<file path="config.mk">
export PLATFORM = sky130hd
export DESIGN_NAME = logic_probe_ctrl
export DESIGN_NICKNAME = d
export VERILOG_FILES = /design/src/rtl/probe_pkg.sv /design/src/rtl/probe_datapath.sv /design/src/rtl/probe_control.sv /design/src/rtl/logic_probe_ctrl.sv
export SDC_FILE = /design/constraint.sdc
export NUM_CORES = 1
export LEC_CHECK = 0
export BUFFER_PORTS_ARGS = -buffer_cell sky130_fd_sc_hd__buf_2
export CAP_MARGIN = 25
export CORE_AREA = 2 2 97 99
export DETAILED_ROUTE_END_ITERATION = 10
export DIE_AREA = 0 0 99 101
export GPL_TIMING_DRIVEN = 0
export SYNTH_ARGS = -nofsm -noshare
export SYNTH_HDL_FRONTEND = slang
export SYNTH_SLANG_ARGS = --single-unit
</file>
<file path="constraint.sdc">
create_clock -name clk -period 2.7 [get_ports clk]
set_input_delay 0.135 -clock clk [delete_from_list [all_inputs] [get_ports clk]]
set_output_delay 0.135 -clock clk [all_outputs]
set_load 0.02 [all_outputs]
</file>
<file path="src/rtl/probe_pkg.sv">
package probe_pkg;
  typedef enum logic [1:0] {
    TONE_NONE  = 2'd0,
    TONE_HIGH  = 2'd1,
    TONE_LOW   = 2'd2,
    TONE_PULSE = 2'd3
  } tone_e;

  // strobes from control to datapath
  typedef struct packed {
    logic  clearCounts;
    tone_e toneSel;
  } probe_ctrl_s;
endpackage

</file>
<file path="src/rtl/probe_datapath.sv">
module probe_datapath
  import probe_pkg::*;
#(
  parameter int ADC_W      = 10,
  parameter int CNT_W      = 8,
  parameter int TTL_LO     = 164,
  parameter int TTL_HI     = 410,
  parameter int CMOS_LO    = 307,
  parameter int CMOS_HI    = 717,
  parameter int HALF_HIGH  = 2000,
  parameter int HALF_LOW   = 8000,
  parameter int HALF_PULSE = 4000
) (
  input  logic             clk,
  input  logic             rstN,
  input  logic             sampleValid,
  input  logic [ADC_W-1:0] sampleCode,
  input  logic             modeTtl,
  input  logic             tipRaw,
  input  probe_ctrl_s      ctrl,
  output logic [CNT_W-1:0] highCnt,
  output logic [CNT_W-1:0] lowCnt,
  output logic             tipEdge,
  output logic             ledHigh,
  output logic             ledLow,
  output logic             prechargeOe,
  output logic             sounder
);
  localparam logic [CNT_W-1:0] CNT_MAX = {CNT_W{1'b1}};
  localparam int HALF_MAX = (HALF_HIGH > HALF_LOW)
                            ? ((HALF_HIGH > HALF_PULSE) ? HALF_HIGH : HALF_PULSE)
                            : ((HALF_LOW > HALF_PULSE) ? HALF_LOW : HALF_PULSE);
  localparam int DIV_W = $clog2(HALF_MAX + 1);

  // ---------------- classification ----------------
  logic [ADC_W-1:0] loTh, hiTh;
  logic isHigh, isLow;

  always_comb begin
    loTh   = modeTtl ? ADC_W'(TTL_LO) : ADC_W'(CMOS_LO);
    hiTh   = modeTtl ? ADC_W'(TTL_HI) : ADC_W'(CMOS_HI);
    isHigh = sampleCode >= hiTh;
    isLow  = sampleCode < loTh;
  end

  always_ff @(posedge clk or negedge rstN) begin
    if (!rstN) begin
      ledHigh     <= 1'b0;
      ledLow      <= 1'b0;
      prechargeOe <= 1'b0;
    end else if (sampleValid) begin
      ledHigh     <= isHigh;
      ledLow      <= isLow;
      prechargeOe <= !modeTtl;
    end
  end

  p_led_exclusive_r1: assert property (@(posedge clk) disable iff (!rstN)
    !(ledHigh && ledLow));

  p_led_hold_r2: assert property (@(posedge clk) disable iff (!rstN)
    !sampleValid |=> ($stable(ledHigh) && $stable(ledLow)));

  p_precharge_r3: assert property (@(posedge clk) disable iff (!rstN)
    sampleValid |=> (prechargeOe == !$past(modeTtl)));

  // ---------------- window counters ----------------
  logic [1:0] hitVec;
  assign hitVec = {sampleValid && isHigh, sampleValid && isLow};

  for (genvar g = 0; g < 2; g++) begin : g_cnt
    logic [CNT_W-1:0] cnt;
    always_ff @(posedge clk or negedge rstN) begin
      if (!rstN)
        cnt <= '0;
      else if (ctrl.clearCounts)
        cnt <= hitVec[g] ? CNT_W'(1) : '0;
      else if (hitVec[g] && cnt != CNT_MAX)
        cnt <= cnt + 1'b1;
    end
  end
  assign highCnt = g_cnt[1].cnt;
  assign lowCnt  = g_cnt[0].cnt;

  p_no_wrap_r10: assert property (@(posedge clk) disable iff (!rstN)
    (highCnt == CNT_MAX && !ctrl.clearCounts) |=> highCnt == CNT_MAX);

  p_clear_r5: assert property (@(posedge clk) disable iff (!rstN)
    (ctrl.clearCounts && !sampleValid) |=> (highCnt == '0 && lowCnt == '0));

  // ---------------- tip synchronizer / edge ----------------
  logic [2:0] tipSync;
  always_ff @(posedge clk or negedge rstN) begin
    if (!rstN) tipSync <= '0;
    else       tipSync <= {tipSync[1:0], tipRaw};
  end
  assign tipEdge = tipSync[2] ^ tipSync[1];

  // ---------------- tone generator ----------------
  tone_e            prevSel;
  logic [DIV_W-1:0] divCnt, halfLen;

  always_comb begin
    unique case (ctrl.toneSel)
      TONE_HIGH:  halfLen = DIV_W'(HALF_HIGH);
      TONE_LOW:   halfLen = DIV_W'(HALF_LOW);
      TONE_PULSE: halfLen = DIV_W'(HALF_PULSE);
      default:    halfLen = DIV_W'(1);
    endcase
  end

  always_ff @(posedge clk or negedge rstN) begin
    if (!rstN) begin
      prevSel <= TONE_NONE;
      divCnt  <= '0;
      sounder <= 1'b0;
    end else begin
      prevSel <= ctrl.toneSel;
      if (ctrl.toneSel == TONE_NONE) begin
        divCnt  <= '0;
        sounder <= 1'b0;
      end else if (ctrl.toneSel != prevSel) begin
        divCnt <= '0;
      end else if (divCnt == halfLen - 1'b1) begin
        divCnt  <= '0;
        sounder <= !sounder;
      end else begin
        divCnt <= divCnt + 1'b1;
      end
    end
  end

  p_silent_r6: assert property (@(posedge clk) disable iff (!rstN)
    (ctrl.toneSel == TONE_NONE) |=> !sounder);
endmodule

</file>
<file path="src/rtl/probe_control.sv">
module probe_control
  import probe_pkg::*;
#(
  parameter int CNT_W       = 8,
  parameter int TICK_CYCLES = 64000,
  parameter int PULSE_TICKS = 13
) (
  input  logic             clk,
  input  logic             rstN,
  input  logic [CNT_W-1:0] highCnt,
  input  logic [CNT_W-1:0] lowCnt,
  input  logic             tipEdge,
  output probe_ctrl_s      ctrl,
  output logic             ledPulse
);
  localparam int TICK_W  = $clog2(TICK_CYCLES);
  localparam int TIMER_W = $clog2(PULSE_TICKS + 1);

  logic [TICK_W-1:0]  tickCnt;
  logic               tick;
  logic [TIMER_W-1:0] pulseTimer;
  logic               pulseActive;
  tone_e              levelTone, nextSel, lastTone;

  assign tick = tickCnt == TICK_W'(TICK_CYCLES - 1);

  always_ff @(posedge clk or negedge rstN) begin
    if (!rstN)     tickCnt <= '0;
    else if (tick) tickCnt <= '0;
    else           tickCnt <= tickCnt + 1'b1;
  end

  // pulse stretch timer, counted in ticks
  always_ff @(posedge clk or negedge rstN) begin
    if (!rstN)
      pulseTimer <= '0;
    else if (tipEdge)
      pulseTimer <= TIMER_W'(PULSE_TICKS);
    else if (tick && pulseTimer != '0)
      pulseTimer <= pulseTimer - 1'b1;
  end
  assign pulseActive = pulseTimer != '0;
  assign ledPulse    = pulseActive;

  p_pulse_load_r4: assert property (@(posedge clk) disable iff (!rstN)
    tipEdge |=> pulseTimer == TIMER_W'(PULSE_TICKS));

  p_pulse_hold_r4: assert property (@(posedge clk) disable iff (!rstN)
    (pulseActive && !tick) |=> ledPulse);

  // tone selection
  always_comb begin
    if (highCnt == '0 && lowCnt == '0) levelTone = TONE_NONE;
    else if (highCnt >= lowCnt)        levelTone = TONE_HIGH;
    else                               levelTone = TONE_LOW;

    if (levelTone == TONE_NONE)
      nextSel = pulseActive ? TONE_PULSE : TONE_NONE;
    else if (pulseActive && levelTone == lastTone)
      nextSel = TONE_PULSE;
    else
      nextSel = levelTone;
  end

  always_ff @(posedge clk or negedge rstN) begin
    if (!rstN)     lastTone <= TONE_NONE;
    else if (tick) lastTone <= nextSel;
  end

  assign ctrl.clearCounts = tick;
  assign ctrl.toneSel     = lastTone;

  p_warble_r9: assert property (@(posedge clk) disable iff (!rstN)
    (tick && pulseActive && levelTone != TONE_NONE && levelTone == lastTone)
      |=> lastTone == TONE_PULSE);

  p_sel_stable_r5: assert property (@(posedge clk) disable iff (!rstN)
    !tick |=> $stable(lastTone));
endmodule

</file>
<file path="src/rtl/logic_probe_ctrl.sv">
module logic_probe_ctrl
  import probe_pkg::*;
#(
  parameter int ADC_W       = 10,
  parameter int CNT_W       = 8,
  parameter int TICK_CYCLES = 64000,
  parameter int PULSE_TICKS = 13,
  parameter int HALF_HIGH   = 2000,
  parameter int HALF_LOW    = 8000,
  parameter int HALF_PULSE  = 4000
) (
  input  logic             clk,
  input  logic             rstN,
  input  logic             sampleValid,
  input  logic [ADC_W-1:0] sampleCode,
  input  logic             modeTtl,
  input  logic             tipRaw,
  output logic             ledHigh,
  output logic             ledLow,
  output logic             ledPulse,
  output logic             prechargeOe,
  output logic             sounder
);
  probe_ctrl_s      ctrl;
  logic [CNT_W-1:0] highCnt, lowCnt;
  logic             tipEdge;

  probe_datapath #(
    .ADC_W(ADC_W), .CNT_W(CNT_W),
    .HALF_HIGH(HALF_HIGH), .HALF_LOW(HALF_LOW), .HALF_PULSE(HALF_PULSE)
  ) u_dp (
    .clk(clk), .rstN(rstN), .sampleValid(sampleValid), .sampleCode(sampleCode),
    .modeTtl(modeTtl), .tipRaw(tipRaw), .ctrl(ctrl), .highCnt(highCnt),
    .lowCnt(lowCnt), .tipEdge(tipEdge), .ledHigh(ledHigh), .ledLow(ledLow),
    .prechargeOe(prechargeOe), .sounder(sounder)
  );

  probe_control #(
    .CNT_W(CNT_W), .TICK_CYCLES(TICK_CYCLES), .PULSE_TICKS(PULSE_TICKS)
  ) u_ctl (
    .clk(clk), .rstN(rstN), .highCnt(highCnt), .lowCnt(lowCnt),
    .tipEdge(tipEdge), .ctrl(ctrl), .ledPulse(ledPulse)
  );
endmodule

</file>
Word-level counts from Yosys, hierarchy flattened. Index checks and enable logic that the tools add are counted.

Logic and storage cells: 74. Register bits after elaboration: 60. Output and inout port bits: 5. Bits of input ports: 15.

Bitwise gates (word level): 1. Equality and inequality tests: 10. Magnitude comparators: 3. $add $sub $neg: 6. Reduce and logical (&&, ||, !) cells: 19. Multiplexer cells: 23.

Operators by type and width (count): two-way mux 13 bit (3); one-hot mux 13 bit (3 select lines) (1); two-way mux 8 bit (4); adder 16 x 1 -> 16 bit (second input constant) (1); adder 8 x 1 -> 8 bit (second input constant) (2); equality test 16 bit (second input constant) (1); zero test 8 bit (2); two-way mux 16 bit (1); != test 8 bit (second input constant) (2); adder 13 x 1 -> 13 bit (second input constant) (1); equality test 13 bit (1); subtractor 13 x 1 -> 13 bit (second input constant) (1); >= comparator 10 bit (1); < comparator 10 bit (1); two-way mux 10 bit (1); two-way mux 2 bit (5); two-way mux 9 bit (1); >= comparator 8 bit (1); two-way mux 4 bit (2); nonzero test 2 bit (4); logical AND 1 bit (7); two-way mux 1 bit (5); equality test 2 bit (second input constant) (2); zero test 2 bit (2); 9 further kinds (10).

Depth between registers and ports, before layout.
Word-level depth: 7. Gate-level depth with buffers: 9. Gate-level depth less buffers: 8.

Cells and area by module. A second synthesis with hierarchy kept.

Cells, all modules: 376. Area, all modules: 3611.0 um^2.

By module, submodules not included: probe_datapath (area each 2283.4 um^2, instances 1, sequential area each 950.9 um^2, cells an instance 240); probe_control (area each 1327.5 um^2, instances 1, sequential area each 550.5 um^2, cells an instance 136).

Worst setup path before layout. Ideal clock, no wire load.

Path kind: in2reg. Start: in modeTtl. End: reg u_dp.g_cnt[0].cnt[3] (netlist: u_dp.lowCnt[3]). Data arrival time: 1668 ps. Required time: 2580 ps. Buffers on the path: 0. Setup slack: 912 ps. Library setup time: 120 ps. Stages: 8. Path through: inv_1 ha_1 o21bai_1 a211oi_1 o22ai_1 nor4_2 a211oi_1 a31o_2.

Cells in the longest elaborated chain, start to end: 5.

RTL lines: start: declaration (line logic_probe_ctrl.sv:16) `input logic modeTtl,`; two-way mux 9 bit (line probe_datapath.sv:40) `loTh = modeTtl ? ADC_W'(TTL_LO) : ADC_W'(CMOS_LO);`; < comparator 10 bit (line probe_datapath.sv:43) `isLow = sampleCode < loTh;`; logical AND 1 bit (line probe_datapath.sv:69) `assign hitVec = {sampleValid && isHigh, sampleValid && isLow};`; logical AND 1 bit (line probe_datapath.sv:78) `else if (hitVec[g] && cnt != CNT_MAX)`; nonzero test 2 bit (no line); end signal: assignment (line probe_datapath.sv:77) `cnt <= hitVec[g] ? CNT_W'(1) : '0;`; end signal: assignment (line probe_datapath.sv:79) `cnt <= cnt + 1'b1;`; end: declaration (line probe_datapath.sv:72) `logic [CNT_W-1:0] cnt;`.

No other way between the ends. A chain may end at the register's enable or synchronous reset.

Final worst setup path.
Start: reg u_dp.g_cnt[1].cnt[1] (netlist: u_dp.highCnt[1]). End: reg u_dp.g_cnt[1].cnt[1] (netlist: u_dp.highCnt[1]).

Cells in the longest elaborated chain, start to end: 3. Elaborated cells on any way between the ends: 6. Those cells by class: add/sub: 1; eq/ne: 1; mux: 2; reduce/logical: 2.

RTL lines (line): start: declaration (probe_datapath.sv:72); start signal: assignment (probe_datapath.sv:77); start signal: assignment (probe_datapath.sv:79); adder 8 x 1 -> 8 bit / != test 8 bit (equally long branches) (probe_datapath.sv:79, probe_datapath.sv:78); two-way mux 8 bit / logical AND 1 bit (equally long branches) (probe_datapath.sv:78); two-way mux 8 bit / nonzero test 2 bit (equally long branches).

Parallel ways exist; a longest one is shown, timed or not. The select of a mux whose other input is x is not followed.

==> impl_metrics.csv <==
group,metric,value,unit
timing,tightest_slew,0.758,ns
global_route,gr-total-overflow,0,
timing,fmax,512,MHz
timing,worst_clock_skew,0.00759,ns
global_route,grt_max_degree,32,
critical_path,start_kind,"register",
drt,wl_per_cell,13.6,um
global_route,grt_pass1_vias,2671,
clocking,postCtsSetupBuffers,0,
drt,drtPass1Iterations,4,
pwr,powerDensity,620,nW/um2
hold_path,hold_path.startpoint,"sampleCode[5]",
cells_and_area,seqCellArea,1500,um2
synth,mappedNetlistArea,3510,um2
clocking,cts_tree,"yes",
synth,async_flop_share,100,%
synth,postSynthAreaPerCell,9.61,um2
drt,via_count,2753,
placed_design,port-buffer-count,19,
pwr,p_clk_share,36.4,%
synth,synth_edf_count,0,
synth,synthCells,365,
timing,hold_slack,0.276,ns
placed_design,dpl.hpwl,5010,um
floorplanning,dieHeight,101,um
clocking,clock-sinks,60,
cells_and_area,drive_gt1_share,13.1,%
timing,rsz0062_at_grt,"false",
critical_path,startpoint,"u_dp.highCnt[1]$_DFFE_PN0P_",
floorplanning,row_count,35,
drt,avgViaCountPerCell,5.35,
clocking,root_buffer,"clkbuf_8",
timing,period_minus_slack,1.95,ns
pwr,ir_worst_vdd,197,uV
floorplanning,die_width,99,um
placed_design,placed_cell_area,3760,um2
synth,synth.ff_latch_count,60,
critical_path,r2r_start,"u_dp.highCnt[1]$_DFFE_PN0P_",
drt,drt_iter0_drc,129,
synth,ys.flop_type,"dfrtp_1",
floorplanning,io-pin-count,20,
global_route,antenna_found_initial,0,
global_route,grt_usage,15.3,%
cells_and_area,fin_cells,515,
pwr,combPwrFrac,18.8,%
cells_and_area,syn2layout_area_growth,14.3,%
timing,maxSlewViolCount,0,
pwr,p_sw,749,uW
floorplanning,coreArea,8980,um2
drt,wirelength,6990,um
timing,fin_crit_sh,72.3,%
synth,synth_seq_area_share,42.8,%
critical_path,critPathMaxFanout,10,
critical_path,crit_type,"reg -> reg",
synth,yosys_warnings,0,
pwr,swShare,30.1,%
synth,yosys-top-cells-area,"dfrtp_1 (43%), ha_1 (10%), nor2_1 (4.3%)",
placed_design,dp_cells,496,
clocking,cts_buffer_depth,2,
cells_and_area,fin_nets,442,
synth,post-synth-top-area-cell,"dfrtp_1",
drt,drc,0,
run_status,status,"complete, no violations",
flow_run,cap_viol_max_count,0,
timing,finalSetupViolations,0,
critical_path,worstSetupEndpointType,"register",
critical_path,worstPathArrival,2.17,ns
pwr,leakage,1.84,nW
clocking,insertion_delay,0.34,ns
cells_and_area,n_fill_cell,871,
placed_design,gp_congestion,0.777,
critical_path,crit_required,2.92,ns
synth,synth_fp_nets,408,
cells_and_area,antenna_cells,0,
cells_and_area,multiInputGateArea,1880,um2
timing,tns,0,ns
hold_path,min_path_type,"in -> reg",
cells_and_area,final_common_cell,"dfrtp_1",
clocking,cts_buffers,9,
pwr,p_seq_share,44.8,%
floorplanning,start_util,39.1,%
synth,synth_top_area_share,42.8,%
global_route,grt_pass1_wl,12400,um
cells_and_area,design_area,4010,um2
drt,ant_nets,0,
timing,final_hold_viol_count,0,
pwr,p_int,1.74,mW
clocking,cts.htree.levels,3,
timing,slew-limit-headroom,49.5,%
cells_and_area,layout_common_cells,"dfrtp_1 (60), nor2_1 (40), ha_1 (28)",
synth,synth_cell_types,48,
floorplanning,die-area,10000,um2
clocking,clkTransAtPathRegs,0.07,ns
-- layout make-up --
class,instances,area share (%)
multi-input cells,276,46.9
flip-flops and latches,60,37.4
clock buffers,12,3.62
repair buffers,23,3.62
well taps,111,3.46
inverters,21,1.97
clock inverters,4,1.81
plain buffers,8,1.22
-- final timing paths --
check / slack, ns / end / cells after the start
worst min-delay path: 0.28 / u_dp.ledHigh$_DFFE_PN0P_ / 5
worst max-delay path: 0.75 / u_dp.highCnt[1]$_DFFE_PN0P_ / 7
min in group asynchronous: 0.40 / u_dp.divCnt[1]$_DFF_PN0_ / 2
worst max register to register: 0.75 / u_dp.highCnt[1]$_DFFE_PN0P_ / 7
worst min register to register: 0.35 / u_dp.tipSync[1]$_DFF_PN0_ / 0
max in group asynchronous: 1.68 / u_dp.highCnt[4]$_DFFE_PN0P_ / 3
-- registers in the layout, summed over array words and instances (netlist names) --
register,cells
u_ctl.lastTone,2
u_ctl.pulseTimer,4
u_dp.sounder,1
u_dp.highCnt,8
u_dp.ledHigh,1
u_dp.tipSync,3
u_dp.prevSel,2
u_dp.lowCnt,8
u_dp.divCnt,13
u_ctl.tickCnt,16
u_dp.ledLow,1
u_dp.prechargeOe,1
-- kinds of logic (layout without fill, tap and decap cells) --
family | after synthesis | count (layout) | synth area share [%]
AOI/OAI and AO/OA | 65 | 65 | 11.9
adders and majority gates | 28 | 28 | 9.99
muxes | 2 | 2 | 0.606
xor gates and xnor gates | 30 | 30 | 7.49
DFF | 60 | 60 | 42.8
buffers and inverters | 29 | 68 | 3.64
and+or+nand+nor | 151 | 151 | 23.5
-- power groups by stage --
stage | combinational, mW | sequential [mW] | clock [mW]
after floorplan | 0.341 | 1.09 | 0
after global placement | 0.445 | 1.12 | 0
after detailed placement | 0.467 | 1.12 | 0
after CTS | 0.475 | 1.11 | 0.933
after global routing | 0.548 | 1.13 | 0.973
final | 0.469 | 1.11 | 0.906
-- cell usage after synthesis, types with 2 or more instances --
| cell type | number |
|---|---|
| nor4b_1 | 2 |
| a31oi_1 | 3 |
| dfrtp_1 | 60 |
| o31ai_1 | 4 |
| nor4_1 | 4 |
| nor3b_1 | 2 |
| xnor2_1 | 16 |
| nor2_1 | 40 |
| nand4_1 | 12 |
| or3_1 | 8 |
| nand3_1 | 26 |
| o21ai_0 | 12 |
| o211a_1 | 2 |
| nor2b_1 | 2 |
| o21bai_1 | 2 |
| and4_1 | 3 |
| nor4_2 | 2 |
| nor3_1 | 9 |
| nand2b_1 | 5 |
| nor4b_2 | 2 |
| inv_1 | 21 |
| nand2_1 | 16 |
| a21o_1 | 8 |
| buf_2 | 6 |
| and3_1 | 10 |
| xor2_1 | 14 |
| a21oi_1 | 22 |
| a211oi_1 | 3 |
| and2_1 | 3 |
| ha_1 | 28 |
-- stage by stage --
step	utilization [%]	setup slack, ns	power, mW
floorplan	-	0.912	1.43
global placement	41.7	0.436	1.57
detailed placement	41.9	0.439	1.59
CTS	44.7	0.732	2.52
global route	44.7	0.572	2.65
finish	44.7	0.749	2.49
-- critical path, cell delays in order, from the launching register on --
cell and delay [ns]:
dfrtp_1 0.49, ha_1 0.27, nand4_1 0.18, and2_1 0.20, a31oi_1 0.24, buf_4 0.22
mux2i_1 0.19, nor2_1 0.05
-- per-layer routing --
| layer | track usage [%] | share of wire (%) |
|---|---|---|
| met5 | 0 | 0 |
| met4 | 6.22 | 1.4 |
| met3 | 3.54 | 3.1 |
| met2 | 25.0 | 48 |
| met1 | 19.7 | 47 |
-- timing repair --
action                    in CTS  in global routing
hold buffers                   3                  0
hold endpoints to repair      32                  0
resized for setup              0                  0
No activity file was read; power rests on OpenSTA's default activity.
